<file path="src/rtl/attr_pkg.sv">
package attr_pkg;

    typedef logic [7:0] byte_t;

    // state of the host-facing read path
    typedef struct packed {
        byte_t rdata;
        logic  rdrive;
        logic  wr_prev;
    } port_state_t;

    // state of the configuration option register
    typedef struct packed {
        logic [6:0] cor;
    } cfg_state_t;

    localparam int CIS_DEF_LEN = 18;
    // byte n of the table sits at bits [8n+7:8n]
    localparam logic [8*CIS_DEF_LEN-1:0] CIS_DEF_TABLE =
        144'hFF_00_01_C1_03_1B_01_02_00_01_01_05_1A_FF_00_00_03_01;

endpackage

</file>
<file path="src/rtl/attr_decode.sv">
module attr_decode (
    input  logic ce1_n,
    input  logic reg_n,
    input  logic oe_n,
    input  logic we_n,
    output logic rd_stb,
    output logic wr_stb
);
    logic attr_sel;

    always_comb begin
        attr_sel = !ce1_n && !reg_n;
        rd_stb   = attr_sel && !oe_n && we_n;
        wr_stb   = attr_sel && !we_n && oe_n;
    end
endmodule

</file>
<file path="src/rtl/attr_cis_rom.sv">
module attr_cis_rom #(
    parameter int                     CIS_LEN   = attr_pkg::CIS_DEF_LEN,
    parameter logic [8*CIS_LEN-1:0]   CIS_TABLE = attr_pkg::CIS_DEF_TABLE,
    parameter int                     IDX_W     = 11
) (
    input  logic [IDX_W-1:0] idx,
    output logic             hit,
    output attr_pkg::byte_t  data
);
    always_comb begin
        hit  = 1'b0;
        data = 8'hFF;
        for (int i = 0; i < CIS_LEN; i++) begin
            if (idx == IDX_W'(i)) begin
                hit  = 1'b1;
                data = CIS_TABLE[i*8 +: 8];
            end
        end
    end
endmodule

</file>
<file path="src/rtl/attr_cfg_reg.sv">
module attr_cfg_reg (
    input  logic       clk,
    input  logic       rst,
    input  logic       commit,
    input  logic [7:0] wdata,
    output logic [6:0] cor,
    output logic       io_enable
);
    import attr_pkg::*;

    cfg_state_t st_d, st_q;

    always_comb begin
        st_d = st_q;
        if (commit) begin
            if (wdata[7]) st_d.cor = '0;
            else          st_d.cor = wdata[6:0];
        end
    end

    always_ff @(posedge clk) begin
        if (rst) st_q <= '0;
        else     st_q <= st_d;
    end

    assign cor       = st_q.cor;
    assign io_enable = |st_q.cor[5:0];
endmodule

</file>
<file path="src/rtl/attr_mem_cis.sv">
module attr_mem_cis #(
    parameter int                    ADDR_W    = 12,
    parameter logic [ADDR_W-1:0]     CFG_ADDR  = ADDR_W'('h200),
    parameter int                    CIS_LEN   = attr_pkg::CIS_DEF_LEN,
    parameter logic [8*CIS_LEN-1:0]  CIS_TABLE = attr_pkg::CIS_DEF_TABLE
) (
    input  logic              clk,
    input  logic              rst,
    input  logic              ce1_n,
    input  logic              reg_n,
    input  logic              oe_n,
    input  logic              we_n,
    input  logic [ADDR_W-1:0] addr,
    input  logic [7:0]        wdata,
    output logic [7:0]        rdata,
    output logic              rdata_oe,
    output logic              io_enable
);
    import attr_pkg::*;

    localparam int IDX_W = ADDR_W - 1;

    logic       rd_stb, wr_stb;
    logic       cis_hit;
    byte_t      cis_byte;
    logic [6:0] cor;
    logic       commit;
    logic       cfg_hit;

    port_state_t st_d, st_q;

    attr_decode u_decode (
        .ce1_n  (ce1_n),
        .reg_n  (reg_n),
        .oe_n   (oe_n),
        .we_n   (we_n),
        .rd_stb (rd_stb),
        .wr_stb (wr_stb)
    );

    attr_cis_rom #(
        .CIS_LEN   (CIS_LEN),
        .CIS_TABLE (CIS_TABLE),
        .IDX_W     (IDX_W)
    ) u_rom (
        .idx  (addr[ADDR_W-1:1]),
        .hit  (cis_hit),
        .data (cis_byte)
    );

    attr_cfg_reg u_cfg (
        .clk       (clk),
        .rst       (rst),
        .commit    (commit),
        .wdata     (wdata),
        .cor       (cor),
        .io_enable (io_enable)
    );

    always_comb begin
        cfg_hit = (addr == CFG_ADDR);
        // one commit per strobe: only its first cycle
        commit  = wr_stb && !st_q.wr_prev && cfg_hit;

        st_d         = st_q;
        st_d.rdrive  = rd_stb;
        st_d.wr_prev = wr_stb;
        if (cfg_hit)                   st_d.rdata = {1'b0, cor};
        else if (!addr[0] && cis_hit)  st_d.rdata = cis_byte;
        else                           st_d.rdata = 8'hFF;
    end

    always_ff @(posedge clk) begin
        if (rst) st_q <= '0;
        else     st_q <= st_d;
    end

    assign rdata    = st_q.rdata;
    assign rdata_oe = st_q.rdrive;
endmodule

</file>
<file path="config.mk">
export PLATFORM = sky130hd
export DESIGN_NAME = attr_mem_cis
export DESIGN_NICKNAME = d
export VERILOG_FILES = /design/src/rtl/attr_pkg.sv /design/src/rtl/attr_decode.sv /design/src/rtl/attr_cis_rom.sv /design/src/rtl/attr_cfg_reg.sv /design/src/rtl/attr_mem_cis.sv
export SDC_FILE = /design/constraint.sdc
export NUM_CORES = 1
export LEC_CHECK = 0
export BUFFER_PORTS_ARGS = -buffer_cell sky130_fd_sc_hd__buf_4
export CORE_UTILIZATION = 44
export CTS_BUF_LIST = sky130_fd_sc_hd__clkbuf_4
export CTS_CLUSTER_SIZE = 16
export DETAILED_ROUTE_END_ITERATION = 10
export MAX_ROUTING_LAYER = met4
export PLACE_DENSITY = 0.86
export SLEW_MARGIN = 20
export SYNTH_ARGS = -nofsm -noshare
export SYNTH_HDL_FRONTEND = slang
export SYNTH_SLANG_ARGS = --single-unit
</file>
<file path="constraint.sdc">
create_clock -name clk -period 1.3 [get_ports clk]
set_input_delay 0.195 -clock clk [delete_from_list [all_inputs] [get_ports clk]]
set_output_delay 0.195 -clock clk [all_outputs]
set_load 0.01 [all_outputs]
</file>
==> results of run 1 <==
## layout by cell type (no fill, tap or decap), types with 2 or more instances in the layout
| cell type | n |
|---|---|
| sky130_fd_sc_hd__a211oi_1 | 5 |
| sky130_fd_sc_hd__a21o_1 | 2 |
| sky130_fd_sc_hd__a21oi_1 | 12 |
| sky130_fd_sc_hd__buf_4 | 48 |
| sky130_fd_sc_hd__clkbuf_4 | 3 |
| sky130_fd_sc_hd__dfxtp_1 | 15 |
| sky130_fd_sc_hd__dfxtp_2 | 2 |
| sky130_fd_sc_hd__inv_1 | 4 |
| sky130_fd_sc_hd__nand2_1 | 4 |
| sky130_fd_sc_hd__nand2b_1 | 4 |
| sky130_fd_sc_hd__nand4b_1 | 7 |
| sky130_fd_sc_hd__nor2_1 | 11 |
| sky130_fd_sc_hd__nor2b_1 | 2 |
| sky130_fd_sc_hd__nor3_1 | 2 |
| sky130_fd_sc_hd__nor4_1 | 3 |
| sky130_fd_sc_hd__nor4_2 | 2 |
| sky130_fd_sc_hd__o21ai_0 | 5 |
| sky130_fd_sc_hd__o21ai_1 | 3 |
| sky130_fd_sc_hd__o22ai_1 | 2 |
## worst max path at each step
stage                         startpoint                   endpoint  slack [ns]  cells past startpoint
6_report       u_cfg.cor[0]$_SDFFE_PP0P_                  io_enable       -0.07                      3
5_1_grt        u_cfg.cor[0]$_SDFFE_PP0P_                  io_enable       -0.10                      3
4_1_cts        u_cfg.cor[0]$_SDFFE_PP0P_                  io_enable       -0.08                      3
3_5_place_dp                        we_n  u_cfg.cor[6]$_SDFFE_PP0P_       -0.16                      5
3_3_place_gp                        we_n  u_cfg.cor[4]$_SDFFE_PP0P_       -0.06                      5
2_1_floorplan                    addr[1]        rdata[3]$_SDFF_PP0_       0.008                      4
## flip-flops by register name, summed over array words and instances (netlist names)
register	cells
rdata_oe	1
u_cfg.cor	7
st_q	1
rdata	8
## metal layers
| metal | vias up | wire (um) |
|---|---|---|
| met5 | - | 0 |
| met4 | 0 | 72 |
| met3 | 10 | 164 |
| met2 | 45 | 1270 |
| met1 | 464 | 939 |
| li1 | 493 | - |
## worst reg2reg max path, delay by kind of cell, from the launching register on
family	cells	cell delay, ns
AOI/OAI and AO/OA	2	0.28
DFF	1	0.33
and+or+nand+nor	1	0.53
## power by group through the flow
stage	Clock [mW]	Sequential (mW)	Combinational, mW
global route	0.331	0.542	0.233
finish	0.296	0.540	0.215
global placement	0	0.552	0.204
detailed placement	0	0.552	0.213
CTS	0.291	0.540	0.214
floorplan	0	0.551	0.116
## kinds of logic (layout without fill, tap and decap cells)
logic type,count (synthesis),in the layout,share of synthesized area
simple gates,44,44,0.290
compound gates,34,34,0.222
buf+inv,21,57,0.132
flops,17,17,0.347
xor+xnor,1,1,0.00892
## timing repair
item | CTS | global route
setup buffers | 1 | 1
endpoints found under the setup margin | 3 | 2
gates resized for setup | 5 | 3
pin swaps | 2 | 1
## through the flow
| stage | area, sq um | util |
|---|---|---|
| 6_report | 1320 | 0.655 |
| 5_1_grt | 1320 | 0.655 |
| 4_1_cts | 1310 | 0.646 |
| 3_5_place_dp | 1250 | 0.620 |
| 3_3_place_gp | 1250 | 0.620 |
| 2_1_floorplan | 982 | - |
## layout make-up
cell class                 instances  area, sq um  area share
tap                               27         33.8      0.0255
clock inverter                     1         7.51     0.00567
timing repair buffer              49          372       0.281
sequential                        17          343       0.259
multi-input combinational         79          531       0.401
inverter                           4         15.0      0.0113
clock buffer                       3         22.5      0.0170
==> out/summary.log, run 1 <==
qor: status.run_status finished with violations
qor: status.failed_checks negative setup slack
qor: critical_path.rr_startpoint st_q[0]$_SDFF_PP0_
qor: power_and_ir_drop.total_switching_power 0.281 mW
qor: floorplanning.fp.dieArea 0.00243 sq mm
qor: power_and_ir_drop.cell_internal_pwr 0.771 mW
qor: global_routing.grt_max_degree 19
qor: timing.worst_hold_slack 0.161 ns
qor: global_routing.grt_most_used_layer met2
qor: clock_network.clock-sinks 17
qor: global_routing.global_route_wire_length_before_repair 4050 um
qor: timing.setup_total_negative_slack -0.0737 ns
qor: timing.period_minus_slack 1.37 ns
qor: global_routing.grt_pass1_vias 951
qor: power_and_ir_drop.p_per_area 794 mW/mm^2
qor: floorplanning.start_util 0.486
qor: clock_network.tritoncts.num_buffers 3
qor: route.route.vias.total 1012
qor: layout.stdcell_count 180
qor: synthesis.synth-edff-count 0
qor: clock_network.htreeDepth 1
qor: synthesis.synth.yosys.warnings 0
qor: layout.post_layout_net_count 180
qor: power_and_ir_drop.power 1.05 mW
qor: floorplanning.core_region_area 0.00202 sq mm
qor: route.first_pass_iters 4
qor: route.drt_drc_violations_left 0
qor: synthesis.synth-async-reset-ratio 0
qor: timing.final-hold-violation-count 0
qor: synthesis.synth_area 982 sq um
qor: critical_path.critPathLaunchType register
qor: clock_network.tritoncts yes
qor: critical_path.reg2reg_setup_slack 0.06 ns
qor: worst_hold_path.min_delay_path_depth 3
qor: synthesis.yosysMostFrequentCell sky130_fd_sc_hd__dfxtp_1
qor: layout.diodes 0
qor: timing.finalClockSkew 0.00542 ns
qor: global_routing.antenna_found_initial 0
qor: critical_path.r2r.worst_path.cells 3
qor: route.wire_per_inst 13.6 um
qor: floorplanning.placement_rows 16
qor: synthesis.synth.distinct_cells 35
qor: worst_hold_path.min_delay_worst_endpoint rdata_oe$_SDFF_PP0_
qor: power_and_ir_drop.swShare 0.267
qor: timing.max_slew_margin 0.741
qor: power_and_ir_drop.combinationalPowerShare 0.205
qor: clock_network.cts-hold-fix-buffers 0
qor: timing.min_period_over_period 1.06
qor: clock_network.worst_setup_hold_path_clk_slew 0.10 ns
qor: global_routing.grtUsageMet1 0.240
qor: synthesis.netlist_top_cells_area sky130_fd_sc_hd__dfxtp_1, sky130_fd_sc_hd__nand4b_1, sky130_fd_sc_hd__a21oi_1, sky130_fd_sc_hd__buf_4, sky130_fd_sc_hd__nor2_1
qor: synthesis.synth_seq_cells 17
qor: place.detailedPlace.worstSlack -0.165 ns
qor: route.wirelength_routed 2440 um
qor: critical_path.cp_max_fo 2
qor: synthesis.ys_seq_area_frac 0.346
qor: route.drt_iter0_drc 40
qor: floorplanning.chipWidth 49.2 um
qor: power_and_ir_drop.vdd_drop_max 0.000404 V
qor: synthesis.syn-num-nets 143
qor: timing.rsz0062_at_grt true
qor: critical_path.cp_data_required_time 1.11 ns
qor: route.final_antenna_net_count 0
qor: power_and_ir_drop.power_leakage 0.572 nW
qor: timing.timing.final.ws_setup -0.0737 ns
qor: synthesis.leading_post_synthesis_cells_by_instance_count sky130_fd_sc_hd__dfxtp_1, sky130_fd_sc_hd__a21oi_1, sky130_fd_sc_hd__nor2_1
qor: timing.drv_slew 0
qor: floorplanning.floorplan.die.height 49.2 um
qor: floorplanning.io_pins 36
qor: layout.area_delta_synth_final 34.8%
qor: power_and_ir_drop.clkPwrFrac 0.282
qor: run.cap_violations 0
qor: critical_path.critical_path_class reg -> out
qor: clock_network.clk_latency 0.30 ns
qor: critical_path.critical-path-max-stage-delay 0.35 ns
qor: clock_network.cts_root_buf sky130_fd_sc_hd__clkbuf_4
qor: synthesis.primary_flip_flop_cell_chosen_by_synthesis_mapping sky130_fd_sc_hd__dfxtp_1
qor: critical_path.path_delay_family simple AND/OR/NAND/NOR gates
qor: critical_path.worstPathArrival 1.18 ns
qor: global_routing.aggregate_global_routing_overflow 0
qor: place.dp.final_hpwl 1900 um
qor: critical_path.rr_endpoint u_cfg.cor[2]$_SDFFE_PP0P_
qor: global_routing.groute.layer.met2.usage 0.395
qor: synthesis.netlist_instances 117
qor: critical_path.slowest_stage sky130_fd_sc_hd__dfxtp_2
qor: place.port-buffer-count 35
qor: global_routing.grt_usage 0.227
qor: power_and_ir_drop.seqPwrFrac 0.513
qor: synthesis.synthDominantAreaCellType sky130_fd_sc_hd__dfxtp_1
qor: worst_hold_path.worst_hold_path_type in -> reg
qor: timing.setup_violation_total_in_the_final_timing_report 1
qor: critical_path.worstPathCellList nor4_4 -> nand2_1 -> buf_6
qor: global_routing.global_routing_usage_on_met3 0.0280
qor: layout.layout-drive-gt1-share 0.418
qor: clock_network.clockBufferDepth 2
qor: critical_path.critPathBufInv 1
qor: critical_path.worstSetupEndpointType output pin
qor: synthesis.synth.top_cell.area_share 0.346
qor: place.gp_congestion 0.794
qor: timing.max_slew.worst_pin.slew 0.388 ns
qor: place.dp.cells 174
qor: timing.fmaxAchievable 728 MHz
qor: route.vias_per_cell 5.62
qor: layout.nFillCells 168
qor: synthesis.syn_area_per_cell 8.39 sq um
qor: worst_hold_path.min_from we_n
(Power assumes the default switching activity.)
==> run 2, diff against run 1 <==
PLACE_DENSITY = 0.74   (was 0.86)
==> out/summary.log, run 2 (synthesis gave the netlist of run 1 again) <==
qor: clock_network.clk_latency 0.28 ns
qor: critical_path.startpoint u_cfg.cor[0]$_SDFFE_PP0P_
qor: power_and_ir_drop.power 1.05 mW
qor: floorplanning.placement_rows 16
qor: power_and_ir_drop.seqPwrFrac 0.513
qor: layout.mostFrequentLayoutCell sky130_fd_sc_hd__buf_4
qor: power_and_ir_drop.swShare 0.246
qor: timing.drv_slew 0
qor: layout.final_core_util 0.651
qor: clock_network.cts_root_buf sky130_fd_sc_hd__clkbuf_4
qor: global_routing.antenna_found_initial 0
qor: clock_network.htreeDepth 1
qor: floorplanning.core_region_area 0.00202 sq mm
qor: clock_network.clockBufferDepth 2
qor: timing.setup_total_negative_slack -0.00367 ns
qor: power_and_ir_drop.p_per_area 799 mW/mm^2
qor: worst_hold_path.worst_hold_path_type in -> reg
qor: worst_hold_path.min_from we_n
qor: place.port-buffer-count 35
qor: layout.layout-drive-gt1-share 0.414
qor: clock_network.clock-sinks 17
qor: layout.area_delta_synth_final 34.0%
qor: critical_path.r2r.worst_path.cells 3
qor: global_routing.grt_pass1_vias 921
qor: critical_path.reg2reg_setup_slack 0.05 ns
qor: global_routing.grt_usage 0.211
qor: timing.max_slew.worst_pin.slew 0.390 ns
qor: timing.finalClockSkew 0.00155 ns
qor: place.gp_congestion 0.856
qor: timing.period_minus_slack 1.30 ns
qor: timing.max_slew_margin 0.740
qor: power_and_ir_drop.clkPwrFrac 0.284
qor: timing.setup_violation_total_in_the_final_timing_report 1
qor: critical_path.worstPathArrival 1.11 ns
qor: status.run_status finished with violations
qor: critical_path.rr_startpoint st_q[0]$_SDFF_PP0_
qor: floorplanning.io_pins 36
qor: floorplanning.start_util 0.486
qor: route.drt_iter0_drc 14
qor: clock_network.tritoncts yes
qor: run.cap_violations 0
qor: critical_path.critical_path_class reg -> out
qor: floorplanning.floorplan.die.height 49.2 um
qor: route.vias_per_cell 5.46
qor: power_and_ir_drop.total_switching_power 0.258 mW
qor: layout.final_cell_mix sky130_fd_sc_hd__buf_4, sky130_fd_sc_hd__dfxtp_1, sky130_fd_sc_hd__a21oi_1
qor: route.first_pass_iters 4
qor: critical_path.cp_max_fo 2
qor: power_and_ir_drop.cell_internal_pwr 0.794 mW
qor: timing.rsz0062_at_grt true
qor: layout.diodes 0
qor: timing.timing.final.ws_setup -0.00367 ns
qor: power_and_ir_drop.vdd_drop_max 0.000696 V
qor: route.wire_per_inst 12.6 um
qor: route.wirelength_routed 2250 um
qor: power_and_ir_drop.power_leakage 0.571 nW
qor: worst_hold_path.min_delay_path_depth 3
qor: timing.fmaxAchievable 767 MHz
qor: clock_network.worst_setup_hold_path_clk_slew 0.09 ns
qor: power_and_ir_drop.combinationalPowerShare 0.203
qor: global_routing.grt_max_degree 19
qor: timing.final-hold-violation-count 0
qor: critical_path.worstSetupEndpointType output pin
qor: route.route.vias.total 977
qor: place.dp.final_hpwl 1710 um
qor: timing.min_period_over_period 1.00
qor: layout.post_layout_net_count 179
qor: floorplanning.fp.dieArea 0.00243 sq mm
qor: clock_network.cts-hold-fix-buffers 0
qor: global_routing.aggregate_global_routing_overflow 0
qor: global_routing.global_route_wire_length_before_repair 3910 um
qor: status.failed_checks negative setup slack
qor: critical_path.cp_data_required_time 1.11 ns
qor: route.drt_drc_violations_left 0
qor: route.final_antenna_net_count 0
qor: critical_path.critPathLaunchType register
qor: floorplanning.chipWidth 49.2 um
qor: layout.largest_register_ffs 8
qor: clock_network.tritoncts.num_buffers 3
qor: critical_path.rr_endpoint u_cfg.cor[1]$_SDFFE_PP0P_
qor: critical_path.worst_setup_path_endpoint io_enable
run 2: changes by cell type in the layout (fill, tap and decap cells not counted):
cell | previous run | this run
sky130_fd_sc_hd__clkinvlp_4 | 1 | 0
sky130_fd_sc_hd__o21ai_0 | 5 | 6
sky130_fd_sc_hd__o21ai_1 | 3 | 2
sky130_fd_sc_hd__buf_4 | 48 | 47
sky130_fd_sc_hd__clkbuf_4 | 3 | 4
run 2: cell type report:
class / count / area [sq um]
inverters: 4 / 15.0
well taps: 27 / 33.8
clock buffers: 4 / 30.0
multi-input cells: 79 / 531
flip-flops and latches: 17 / 343
fillers: 186 / 706
repair buffers: 48 / 364
run 2: repair_timing:
item / CTS / global route
endpoints found under the setup margin: 7 / 2
gates resized for setup: 4 / 3
pin swaps: 2 / 1
setup buffers: 1 / 0
gates cloned: 0 / 0
run 2: per-stage QoR:
| stage | hold slack [ns] | std cells | setup slack (ns) | cell area, sq um |
|---|---|---|---|---|
| 6_report | 0.174 | 179 | -0.00367 | 1320 |
| 5_1_grt | 0.173 | 179 | -0.0700 | 1320 |
| 2_1_floorplan | 0.271 | 117 | 0.00807 | 982 |
| 3_3_place_gp | 0.463 | 174 | -0.0907 | 1250 |
| 4_1_cts | 0.171 | 179 | -0.00598 | 1300 |
| 3_5_place_dp | 0.472 | 174 | -0.0940 | 1250 |
run 2: power by group through the flow:
stage	Clock, mW	Sequential [mW]	Combinational (mW)
after detailed placement	0	0.552	0.211
after floorplan	0	0.551	0.116
after global placement	0	0.551	0.205
after global routing	0.335	0.541	0.233
after CTS	0.305	0.540	0.213
final	0.299	0.539	0.214
run 2: metal layers:
| layer | track usage | wire length [um] | share of wire |
|---|---|---|---|
| met1 | 0.264 | 960 | 0.43 |
| met5 | - | 0 | 0 |
| met3 | 0.0498 | 166 | 0.074 |
| met4 | 0.0784 | 10 | 0.0044 |
| met2 | 0.329 | 1110 | 0.49 |
run 2: critical path: stages (launching register included):
cell	delay, ns
sky130_fd_sc_hd__dfxtp_2	0.34
sky130_fd_sc_hd__nor4_4	0.25
sky130_fd_sc_hd__nand2_1	0.10
sky130_fd_sc_hd__buf_6	0.13
run 2: worst min path at each step:
stage,endpoint,slack [ns]
final,rdata_oe$_SDFF_PP0_,0.17
after global placement,rdata_oe$_SDFF_PP0_,0.46
after global routing,st_q[0]$_SDFF_PP0_,0.17
after floorplan,rdata_oe$_SDFF_PP0_,0.27
after detailed placement,rdata_oe$_SDFF_PP0_,0.47
after CTS,st_q[0]$_SDFF_PP0_,0.17
==> run 3, diff against run 2 <==
BUFFER_PORTS_ARGS = -buffer_cell sky130_fd_sc_hd__buf_2   (was -buffer_cell sky130_fd_sc_hd__buf_4)
TNS_END_PERCENT = 100   (was default)
==> out/summary.log, run 3 (synthesis gave the netlist of run 1 again) <==
qor: route.wire_per_inst 12.1 um
qor: power_and_ir_drop.combinationalPowerShare 0.184
qor: power_and_ir_drop.clkPwrFrac 0.277
qor: layout.final_cell_mix sky130_fd_sc_hd__buf_2, sky130_fd_sc_hd__dfxtp_1, sky130_fd_sc_hd__buf_4
qor: layout.layout-drive-gt1-share 0.414
qor: timing.max_slew_margin 0.765
qor: place.dp.cells 174
qor: status.failed_checks negative setup slack
qor: critical_path.cp_max_fo 3
qor: timing.drv_slew 0
qor: global_routing.grt_usage 0.197
qor: clock_network.clk_latency 0.29 ns
qor: power_and_ir_drop.power_leakage 0.534 nW
qor: critical_path.worstPathArrival 1.12 ns
qor: timing.setup_total_negative_slack -0.0103 ns
qor: clock_network.htreeDepth 1
qor: power_and_ir_drop.cell_internal_pwr 0.739 mW
qor: timing.period_minus_slack 1.31 ns
qor: global_routing.aggregate_global_routing_overflow 0
qor: timing.timing.final.ws_setup -0.0103 ns
qor: power_and_ir_drop.swShare 0.261
qor: layout.nFillCells 186
qor: critical_path.worstPathCellList nor4_2 -> nand2_1 -> buf_2
qor: floorplanning.start_util 0.486
qor: global_routing.global_route_wire_length_before_repair 3550 um
qor: floorplanning.fp.dieArea 0.00243 sq mm
qor: critical_path.worstSetupEndpointType output pin
qor: timing.max_slew.worst_pin.slew 0.350 ns
qor: clock_network.clock-sinks 17
qor: power_and_ir_drop.vdd_drop_max 0.000624 V
qor: place.port-buffer-count 35
qor: critical_path.critPathLaunchType register
qor: floorplanning.floorplan.die.height 49.2 um
qor: layout.post_layout_net_count 179
qor: clock_network.cts_root_buf sky130_fd_sc_hd__clkbuf_4
qor: critical_path.critical-path-max-stage-delay 0.35 ns
qor: timing.worst_hold_slack 0.161 ns
qor: timing.fmaxAchievable 763 MHz
qor: route.first_pass_iters 4
qor: route.vias_per_cell 5.37
qor: worst_hold_path.worst_hold_path_type in -> reg
qor: layout.largest_register_ffs 8
qor: layout.diodes 0
qor: route.wirelength_routed 2170 um
qor: critical_path.cp_data_required_time 1.11 ns
qor: power_and_ir_drop.power 1.00 mW
qor: critical_path.critical_path_class reg -> out
qor: global_routing.grt_max_degree 19
qor: layout.area_delta_synth_final 23.6%
qor: route.drt_drc_violations_left 0
qor: timing.final-hold-violation-count 0
qor: clock_network.cts-hold-fix-buffers 0
qor: clock_network.worst_setup_hold_path_clk_slew 0.09 ns
qor: global_routing.antenna_found_initial 0
qor: floorplanning.io_pins 36
qor: global_routing.grt_pass1_vias 831
qor: status.run_status finished with violations
qor: clock_network.clockBufferDepth 2
qor: timing.min_period_over_period 1.01
qor: clock_network.tritoncts yes
qor: clock_network.tritoncts.num_buffers 3
qor: power_and_ir_drop.total_switching_power 0.261 mW
qor: power_and_ir_drop.p_per_area 824 mW/mm^2
qor: layout.stdcell_count 179
qor: floorplanning.chipWidth 49.2 um
qor: route.final_antenna_net_count 0
qor: place.gp_congestion 0.866
qor: route.route.vias.total 962
qor: timing.setup_violation_total_in_the_final_timing_report 1
qor: timing.rsz0062_at_grt true
qor: floorplanning.placement_rows 16
qor: place.dp.final_hpwl 1730 um
qor: power_and_ir_drop.seqPwrFrac 0.539
qor: run.cap_violations 0
qor: floorplanning.core_region_area 0.00202 sq mm
qor: critical_path.slowest_stage sky130_fd_sc_hd__dfxtp_2
qor: route.drt_iter0_drc 31
qor: timing.finalClockSkew 0.000617 ns
qor: layout.mostFrequentLayoutCell sky130_fd_sc_hd__buf_2
==> run 3: final cells by class <==
class / instances / area, sq um / share of cell area
sequential: 17 / 343 / 0.282
clock buffer: 3 / 22.5 / 0.0186
clock inverter: 1 / 5.00 / 0.00412
multi-input combinational: 79 / 522 / 0.430
timing repair buffer: 48 / 273 / 0.225
tap: 27 / 33.8 / 0.0278
inverter: 4 / 15.0 / 0.0124
==> run 3: final timing paths <==
kind	start	to	slack [ns]	cells past startpoint
setup / recovery	u_cfg.cor[3]$_SDFFE_PP0P_	io_enable	-0.01	3
hold / removal	wdata[3]	u_cfg.cor[3]$_SDFFE_PP0P_	0.16	3
setup reg to reg	st_q[0]$_SDFF_PP0_	u_cfg.cor[2]$_SDFFE_PP0P_	0.05	3
hold reg to reg	u_cfg.cor[6]$_SDFFE_PP0P_	u_cfg.cor[6]$_SDFFE_PP0P_	0.50	2
==> run 3: per-layer routing <==
metal / routed length [um] / track usage / vias to the layer above / share of wire
met2: 1060 / 0.322 / 43 / 0.49
met5: 0 / - / - / 0
met3: 144 / 0.0467 / 2 / 0.066
met1: 954 / 0.244 / 426 / 0.44
li1: - / - / 491 / -
met4: 10 / 0.0441 / 0 / 0.0046
==> run 3: power by group through the flow <==
stage / Clock [mW] / Sequential [mW] / Combinational, mW
floorplan: 0 / 0.551 / 0.116
global placement: 0 / 0.551 / 0.176
detailed placement: 0 / 0.552 / 0.182
CTS: 0.279 / 0.539 / 0.183
global route: 0.309 / 0.541 / 0.203
finish: 0.277 / 0.539 / 0.184
==> run 3: critical path: cells and delay by family, from the launching register on <==
kind	cells	cell delay, ns
buffers and inverters	1	0.14
DFF	1	0.35
and+or+nand+nor	2	0.34
==> run 3: through the flow <==
| stage | utilization | area, sq um | setup WS [ns] |
|---|---|---|---|
| 6_report | 0.600 | 1210 | -0.0103 |
| 5_1_grt | 0.600 | 1210 | -0.0757 |
| 4_1_cts | 0.596 | 1200 | -0.0150 |
| 3_5_place_dp | 0.577 | 1170 | -0.0864 |
| 3_3_place_gp | 0.577 | 1170 | -0.0596 |
| 2_1_floorplan | - | 982 | 0.00807 |
==> run 3: timing repair <==
action	CTS	global route
setup buffers	0	1
endpoints found under the setup margin	5	3
resized for setup	3	3
hold endpoints to repair	0	0
pin swaps	2	2
